===== config.mk =====
export PLATFORM = sky130hd
export DESIGN_NAME = npc_unit
export DESIGN_NICKNAME = d
export VERILOG_FILES = /design/src/rtl/npc_pkg.sv /design/src/rtl/npc_adders.sv /design/src/rtl/npc_decode.sv /design/src/rtl/npc_select.sv /design/src/rtl/npc_unit.sv
export SDC_FILE = /design/constraint.sdc
export NUM_CORES = 1
export LEC_CHECK = 0
export BUFFER_PORTS_ARGS = -buffer_cell sky130_fd_sc_hd__buf_2
export CORE_ASPECT_RATIO = 0.5
export CORE_MARGIN = 1
export CORE_UTILIZATION = 30
export CTS_BUF_LIST = sky130_fd_sc_hd__clkbuf_8
export CTS_CLUSTER_SIZE = 12
export DETAILED_ROUTE_END_ITERATION = 8
export PLACE_DENSITY_LB_ADDON = 0.1
export SETUP_SLACK_MARGIN = 0.1
export SKIP_LAST_GASP = 1
export SYNTH_ARGS = -nofsm -noshare
export SYNTH_HDL_FRONTEND = slang
export SYNTH_SLANG_ARGS = --single-unit

===== constraint.sdc =====
create_clock -name clk -period 8.1 [get_ports clk]
set_clock_uncertainty 0.05 [all_clocks]
set_input_delay 0.405 -clock clk [delete_from_list [all_inputs] [get_ports clk]]
set_output_delay 0.405 -clock clk [all_outputs]
set_load 0.1 [all_outputs]

===== src/rtl/npc_pkg.sv =====
package npc_pkg;
  typedef enum logic [2:0] {
    CF_SEQ       = 3'd0,
    CF_BEQZ      = 3'd1,
    CF_BNEZ      = 3'd2,
    CF_JREL      = 3'd3,
    CF_JREG      = 3'd4,
    CF_JREL_LINK = 3'd5,
    CF_JREG_LINK = 3'd6,
    CF_RSVD      = 3'd7
  } cf_kind_e;
endpackage


===== src/rtl/npc_adders.sv =====
module npc_adders #(
  parameter int XLEN        = 32,
  parameter int BR_OFF_W    = 16,
  parameter int JMP_OFF_W   = 26,
  parameter int INSTR_BYTES = 4
) (
  input  logic [XLEN-1:0]      pc,
  input  logic [BR_OFF_W-1:0]  off_br,
  input  logic [JMP_OFF_W-1:0] off_jmp,
  output logic [XLEN-1:0]      seq_pc,
  output logic [XLEN-1:0]      br_target,
  output logic [XLEN-1:0]      jmp_target
);
  localparam int BR_EXT  = XLEN - BR_OFF_W;
  localparam int JMP_EXT = XLEN - JMP_OFF_W;

  logic [XLEN-1:0] br_sext;
  logic [XLEN-1:0] jmp_sext;

  // Offset fields are sign-extended to the full address width.
  assign br_sext    = {{BR_EXT{off_br[BR_OFF_W-1]}}, off_br};
  assign jmp_sext   = {{JMP_EXT{off_jmp[JMP_OFF_W-1]}}, off_jmp};
  assign seq_pc     = pc + XLEN'(INSTR_BYTES);
  // Both relative targets are measured from the incremented PC.
  assign br_target  = seq_pc + br_sext;
  assign jmp_target = seq_pc + jmp_sext;
endmodule


===== src/rtl/npc_decode.sv =====
module npc_decode #(
  parameter int XLEN = 32
) (
  input  logic [2:0]      kind,
  input  logic [XLEN-1:0] src,
  output logic            take_br,
  output logic            take_rel,
  output logic            take_reg,
  output logic            link
);
  import npc_pkg::*;

  logic src_zero;
  assign src_zero = (src == '0);

  always_comb begin
    take_br  = 1'b0;
    take_rel = 1'b0;
    take_reg = 1'b0;
    link     = 1'b0;
    unique case (cf_kind_e'(kind))
      CF_BEQZ:      take_br  = src_zero;
      CF_BNEZ:      take_br  = !src_zero;
      CF_JREL:      take_rel = 1'b1;
      CF_JREG:      take_reg = 1'b1;
      CF_JREL_LINK: begin take_rel = 1'b1; link = 1'b1; end
      CF_JREG_LINK: begin take_reg = 1'b1; link = 1'b1; end
      default:      ;
    endcase
  end
endmodule


===== src/rtl/npc_select.sv =====
module npc_select #(
  parameter int XLEN = 32
) (
  input  logic            take_br,
  input  logic            take_rel,
  input  logic            take_reg,
  input  logic [XLEN-1:0] seq_pc,
  input  logic [XLEN-1:0] br_target,
  input  logic [XLEN-1:0] jmp_target,
  input  logic [XLEN-1:0] reg_target,
  output logic [XLEN-1:0] next_pc,
  output logic            taken
);
  always_comb begin
    next_pc = seq_pc;
    if (take_br)  next_pc = br_target;
    if (take_rel) next_pc = jmp_target;
    if (take_reg) next_pc = reg_target;
  end
  assign taken = take_br | take_rel | take_reg;
endmodule


===== src/rtl/npc_unit.sv =====
module npc_unit #(
  parameter int XLEN        = 32,
  parameter int BR_OFF_W    = 16,
  parameter int JMP_OFF_W   = 26,
  parameter int INSTR_BYTES = 4,
  parameter int REG_AW      = 5,
  parameter int LINK_REG    = 31
) (
  input  logic                 clk,
  input  logic                 rst_n,
  input  logic                 in_valid,
  output logic                 in_ready,
  input  logic [XLEN-1:0]      in_pc,
  input  logic [2:0]           in_kind,
  input  logic [XLEN-1:0]      in_src,
  input  logic [XLEN-1:0]      in_tgt,
  input  logic [BR_OFF_W-1:0]  in_off16,
  input  logic [JMP_OFF_W-1:0] in_off26,
  output logic                 out_valid,
  input  logic                 out_ready,
  output logic [XLEN-1:0]      out_next_pc,
  output logic                 out_taken,
  output logic                 out_link_we,
  output logic [REG_AW-1:0]    out_link_addr,
  output logic [XLEN-1:0]      out_link_data
);
  logic [XLEN-1:0] seq_pc, br_target, jmp_target, nxt;
  logic            take_br, take_rel, take_reg, link, taken;
  logic            accept;

  npc_adders #(
    .XLEN(XLEN), .BR_OFF_W(BR_OFF_W), .JMP_OFF_W(JMP_OFF_W), .INSTR_BYTES(INSTR_BYTES)
  ) u_add (
    .pc(in_pc), .off_br(in_off16), .off_jmp(in_off26),
    .seq_pc(seq_pc), .br_target(br_target), .jmp_target(jmp_target)
  );

  npc_decode #(.XLEN(XLEN)) u_dec (
    .kind(in_kind), .src(in_src),
    .take_br(take_br), .take_rel(take_rel), .take_reg(take_reg), .link(link)
  );

  npc_select #(.XLEN(XLEN)) u_sel (
    .take_br(take_br), .take_rel(take_rel), .take_reg(take_reg),
    .seq_pc(seq_pc), .br_target(br_target), .jmp_target(jmp_target),
    .reg_target(in_tgt), .next_pc(nxt), .taken(taken)
  );

  assign in_ready = !out_valid || out_ready;
  assign accept   = in_valid && in_ready;

  always_ff @(posedge clk) begin
    if (!rst_n) begin
      out_valid <= 1'b0;
    end else if (accept) begin
      out_valid <= 1'b1;
    end else if (out_ready) begin
      out_valid <= 1'b0;
    end
  end

  // The link data is the request's own PC+4, captured together with the
  // target, so a link jump through the link register uses its old value.
  always_ff @(posedge clk) begin
    if (!rst_n) begin
      out_next_pc   <= '0;
      out_taken     <= 1'b0;
      out_link_we   <= 1'b0;
      out_link_data <= '0;
    end else if (accept) begin
      out_next_pc   <= nxt;
      out_taken     <= taken;
      out_link_we   <= link;
      out_link_data <= seq_pc;
    end
  end

  assign out_link_addr = REG_AW'(LINK_REG);
endmodule


Word-level counts from Yosys, hierarchy flattened
Index checks and enable logic that the tools add are counted. Widths: inputs -> output; s select.

Equal/unequal tests: 6. Shift-type cells: 0. Magnitude comparators: 0. Bitwise gates (word level): 2. Multiplexer cells: 9. Divide/modulo/power cells: 0. Multipliers: 0. Add/subtract/negate cells: 3. Reductions and logical operators: 9.

Operator list (number): $mux 32 (3); $add 32x32->32 (2); $add 32x3->32 const B (1); $logic_not 32->1 (1); $eq 3x3->1 const B (3); $eq 3x2->1 const B (2); $reduce_or 2->1 (3); $mux 1 (5); $eq 3x1->1 const B (1); $logic_not 1->1 (2); $or 1x1->1 (2); $pmux 1 s2 (1); $reduce_bool 2->1 (1); $logic_and 1x1->1 (1); $logic_or 1x1->1 (1).

Bits in writable memories: 0. Flip-flop bits (word level): 67. Memories kept: 0. Logic and storage cells: 34. Memory bits (read-only): 0. Latch bits: 0.

Logic depth before layout (Yosys ltp)
Word-level depth: 6. Mapped depth: 18. Gate-level depth less buffers: 18.

Cells and area by module
A second synthesis with hierarchy kept.

Cell total of the unflattened synthesis: 1038. Area, all modules: 8204.1 µm².

By module, submodules not included: npc_adders (cells an instance 574, times used 1, sequential area each 0.0 µm², area an instance 3987.6 µm²); npc_unit (cells an instance 298, times used 1, sequential area each 1341.3 µm², area an instance 2701.3 µm²); npc_select (cells an instance 147, times used 1, sequential area each 0.0 µm², area an instance 1368.8 µm²); npc_decode (cells an instance 19, times used 1, sequential area each 0.0 µm², area an instance 146.4 µm²).

Least setup slack after synthesis
Ideal clock, no wire load.

Kind: input -> register. From: in in_pc[2]. To: reg out_next_pc[30]. Setup time: 0.127 ns. Required time: 7.923 ns. Setup slack: 4.110 ns. Data arrival time: 3.813 ns. Buffers on the path: 1. Stages on the path: 18. Cell sequence: ha_1 > nand4_1 > nor3_1 > and3_1 > nand3_1 > xor2_1 > inv_1 > ha_1 > clkbuf_1 > a21oi_1 > o21bai_1 > a211oi_1 > o31ai_1 > mux2i_1 > nand2_1 > o211ai_1 > o31a_1 > or3_1.

Longest elaborated chain between the ends: 5.

RTL lines: start: declaration (line npc_unit.sv:13) `input logic [XLEN-1:0] in_pc,`; $add 32x3->32 (*) (line npc_adders.sv:23) `assign seq_pc = pc + XLEN'(INSTR_BYTES);`; named net seq_pc[24] (line npc_unit.sv:27) `logic [XLEN-1:0] seq_pc, br_target, jmp_target, nxt;`; $add 32x32->32 (line npc_adders.sv:25) `assign br_target = seq_pc + br_sext;`; $mux 32 (line npc_select.sv:16) `if (take_br) next_pc = br_target;`; $mux 32 (*) (line npc_select.sv:17) `if (take_rel) next_pc = jmp_target;`; $mux 32 (*) (line npc_select.sv:18) `if (take_reg) next_pc = reg_target;`; end signal: assignment (line npc_unit.sv:71) `out_next_pc <= nxt;`; end: declaration (line npc_unit.sv:21) `output logic [XLEN-1:0] out_next_pc,`.

Mark *: on every way through the listed nets, which the timed path passes. The rest lies on a longest branch. A chain may end at the register's enable or synchronous reset.

Worst setup path after layout
Ends and elaborated chain as after synthesis.

==> results_tabular.tex <==
\begin{tabular}{lr}
\hline
Metric & Value \\
\hline
\multicolumn{2}{l}{\textbf{Outcome}} \\
Outcome & finished clean \\
\multicolumn{2}{l}{\textbf{Clock network}} \\
Post-CTS Setup Inserts & 0 \\
Cell at the root of the clock tree & clkbuf\_8 \\
Clock H-tree levels & 3 \\
Clock sink count & 67 \\
Clk\_lat worst skew & 0.37 ns \\
Number of CTS-inserted buffers & 9 \\
Clock-pin slew of the registers on the worst-case setup and hold paths & about 0.08 ns \\
Number of hold-repair buffers added at the cts stage & 0 \\
Clock tree buffer depth & 2 \\
Clock tree from TritonCTS & built \\
Count of instances resized after the clock tree is built & 0 \\
\multicolumn{2}{l}{\textbf{Timing}} \\
Worst-case headroom to the max-slew limit & 0.370 \\
Max Slew Vio Count & 0 \\
Worst Slack Setup Final & 3.42 ns \\
Final TNS setup & 0 ns \\
Pin slew with the least headroom to its limit & between 0.9 and 1 ns \\
Setup repair after global routing missed its margin & false \\
Worst slack on hold paths & around 0.24 ns \\
Tcrit/Tclk final & 0.577 \\
Final Hold Violating Endpoints & 0 \\
Shortest clock period the worst path allows after layout & between 4 and 5 ns \\
FMAX & roughly 210 MHz \\
Setup violations, final & 0 \\
\multicolumn{2}{l}{\textbf{Yosys}} \\
Warnings, synthesis & 0 \\
Sequential share of the synthesized area & 0.191 \\
Yosys reg bits & 67 \\
Number of instances in the synthesized netlist & 964 \\
Dominant cell by count in the synthesized netlist & nor2\_1 \\
Post-synth cell types & 63 \\
Post-synthesis instance area & between 0.007 and 0.008 mm\^{}2 \\
Synth top area share & 0.191 \\
Top cell type by total area after synthesis & dfxtp\_1 \\
Most used flip-flop cell after synthesis & dfxtp\_1 \\
Average cell area after synthesis & between 7 and 8 um\^{}2 \\
Cells taking the most area after synthesis & dfxtp\_1, ha\_1, a21oi\_1, nor2\_1, xnor2\_1 \\
EDFF count, synth & 0 \\
Top cells by instance count after synthesis & nor2\_1, a21oi\_1, nand2\_1, ha\_1, dfxtp\_1 \\
Share of flip-flops with an asynchronous set or reset after synthesis & 0 \\
\multicolumn{2}{l}{\textbf{Routing}} \\
Antenna Nets Post-Route & 0 \\
TritonRoute pass-1 iters & 5 \\
Wire length per cell & 18.2 um \\
Final routed wirelength across all metal layers & 26600 um \\
Via count normalized by instance count & roughly 5.3 \\
Iter 0 DRT Violations & $\sim$450 \\
Number of vias in the routed layout & roughly 7800 \\
Post-detailed-route DRC marker count & 0 \\
\multicolumn{2}{l}{\textbf{Hold path}} \\
Cells on Worst Hold Path & 3 \\
Worst hold-check path type & input port to flop \\
\multicolumn{2}{l}{\textbf{Final layout}} \\
Area growth from synthesis to layout & 21.8\% \\
Final core area utilization & 0.373 \\
Share of cells above drive strength 1 & 0.213 \\
Post-route cell area & between 0.008 and 0.009 mm\^{}2 \\
Diodes inserted & 0 \\
Number of standard cells in the final layout excluding fillers & 1463 \\
Final \#Nets & 1368 \\
\multicolumn{2}{l}{\textbf{Critical path}} \\
Max stage delay on crit path & around 0.79 ns \\
Path depth of the worst reg2reg path & 7 \\
Max Fanout on Critical Path & 7 \\
Category of cells accounting for the largest share of critical-path delay & simple AND/OR/NAND/NOR gates \\
Critical path arrival & about 5 ns \\
Required time of the critical path & 8.32 ns \\
Critical path depth in cells & 18 \\
Worst path slowest cell & nor3\_1 \\
CP Cell Sequence & buf\_2 > ha\_1 > nand4\_1 > nor3\_1 > and3\_1 > nand3\_1 > xor2\_1 > inv\_1 > ha\_1 > a21oi\_1 > o21bai\_1 > a211oi\_1 > o31ai\_1 > mux2i\_1 > nand2\_1 > o211ai\_1 > o31a\_1 > or3\_1 \\
CP Buf/Inv Count & 2 \\
Crit path launch type & input port \\
Category of the worst setup path capture point & flop \\
Cell type with the highest occurrence count on the critical path & ha\_1 \\
Class of the most critical setup path & input port to flop \\
\multicolumn{2}{l}{\textbf{Power and ir drop}} \\
Power Internal & just over 0.7 mW \\
Total power after layout & between 1 and 1.5 mW \\
Power density cells & 164 mW/mm\^{}2 \\
Leak & 3.93 nW \\
Part of the total power dissipated in combinational logic & 0.526 \\
Fraction of power consumed by the clock network & 0.208 \\
Largest vdd supply drop & 0.0733 mV \\
Proportion of power drawn by flip-flops and latches & 0.266 \\
Sw Pwr & $\sim$0.7 mW \\
Switching Fraction & 0.486 \\
\multicolumn{2}{l}{\textbf{Placement}} \\
Number of cells after detailed placement & roughly 1400 \\
Place WS & $\sim$3.1 ns \\
Routability Congestion & just under 0.9 \\
Area of placed instances & about 0.0083 mm\^{}2 \\
Input/output buffers & between 200 and 250 \\
HPWL after detailed placement & between 20000 and 25000 um \\
\multicolumn{2}{l}{\textbf{Global routing}} \\
Number of antenna violations at the first check in global routing & 0 \\
Pin count of the biggest net entering global routing & 92 \\
Grt met2 use & 0.374 \\
Most crowded layer after global routing & met2 \\
First-pass GRT wire length & 39800 um \\
Via count of the first global-routing pass & 7317 \\
Met1 usage in global routing & 0.280 \\
Global-route track usage on met3 & 0.0335 \\
Global-route total usage across every layer & 0.217 \\
Congestion Overflow GR & 0 \\
\multicolumn{2}{l}{\textbf{Flow run}} \\
Maximum Capacitance Violations & 0 \\
\multicolumn{2}{l}{\textbf{Floorplan}} \\
Top-level I/O count & roughly 220 \\
Starting Density & 0.306 \\
Width of the die & about 220 um \\
Standard-cell row count & 39 \\
Floorplan Core Area & between 0.02 and 0.025 mm\^{}2 \\
Die Y & $\sim$110 um \\
Die ar. & about 0.024 mm\^{}2 \\
\hline
\end{tabular}
power groups by stage:
stage / registers (mW) / clock network [mW] / logic (mW)
5_1_grt: 0.378 / 0.310 / 0.795
4_1_cts: 0.374 / 0.299 / 0.738
3_5_place_dp: 0.382 / 0 / 0.734
3_3_place_gp: 0.381 / 0 / 0.734
2_1_floorplan: 0.581 / 0 / 0.351
6_report: 0.374 / 0.291 / 0.737
final timing paths:
path / start / to / slack [ns]
worst min-delay path: in_valid / out_valid$_SDFFE_PN0P_ / 0.24
worst min register to register: out_next_pc[2]$_SDFFE_PN0P_ / out_next_pc[2]$_SDFFE_PN0P_ / 0.41
worst max register to register: out_valid$_SDFFE_PN0P_ / out_next_pc[30]$_SDFFE_PN0P_ / 5.96
worst max-delay path: in_pc[2] / out_next_pc[30]$_SDFFE_PN0P_ / 3.42
cells in the final DEF, fill, tap and decap left out, types with 11 or more instances in the layout:
cell type and count:
and3_1 13, nor4_1 14, ha_1 70, nor3_1 32
o21ai_0 45, nand2_1 76, xor2_1 35, a21oi_1 90
nand4_1 16, a21o_1 32, dfxtp_1 67, nor2_1 104
inv_1 41, or3_1 11, buf_2 212, a31oi_1 14
a211oi_1 39, nand3_1 31, xnor2_1 43, o211ai_1 17
cell families after synthesis:
| family | after synthesis | synth area share |
|---|---|---|
| AND/OR/NAND/NOR | 330 | 0.223 |
| AO/OA/AOI/OAI | 319 | 0.297 |
| buffers and inverters | 91 | 0.0514 |
| XOR/XNOR | 78 | 0.0974 |
| adder cells (fa/ha/maj) | 72 | 0.131 |
| flip-flops | 67 | 0.191 |
| multiplexers | 6 | 0.00875 |
| other | 1 | 0.000535 |
worst reg2reg max path, stage by stage, from the launching register on:
cell and delay [ns]:
dfxtp_1 0.31, nand2b_1 0.12, and2_2 0.15, buf_4 0.68, nor2_1 0.08, nor3_1 0.37, and4b_1 0.24, or3_1 0.09
sequential cells by signal (all words and copies together) (netlist names):
signal,count
out_next_pc,32
out_taken,1
out_valid,1
out_link_we,1
out_link_data,32
final cells by class:
type | count | area, um^2
fillers | 2480 | 14300
multi-input cells | 810 | 5330
well taps | 307 | 384
clock buffers | 10 | 138
clock inverters | 6 | 56.3
flip-flops and latches | 67 | 1340
inverters | 41 | 154
repair buffers | 222 | 1140
routing by layer:
metal | wire (um) | up-vias
li1 | - | 3920
met1 | 12300 | 3645
met2 | 12700 | 195
met3 | 1120 | 31
met4 | 510 | 0
met5 | 0 | -
No activity file was read; power rests on OpenSTA's default activity.
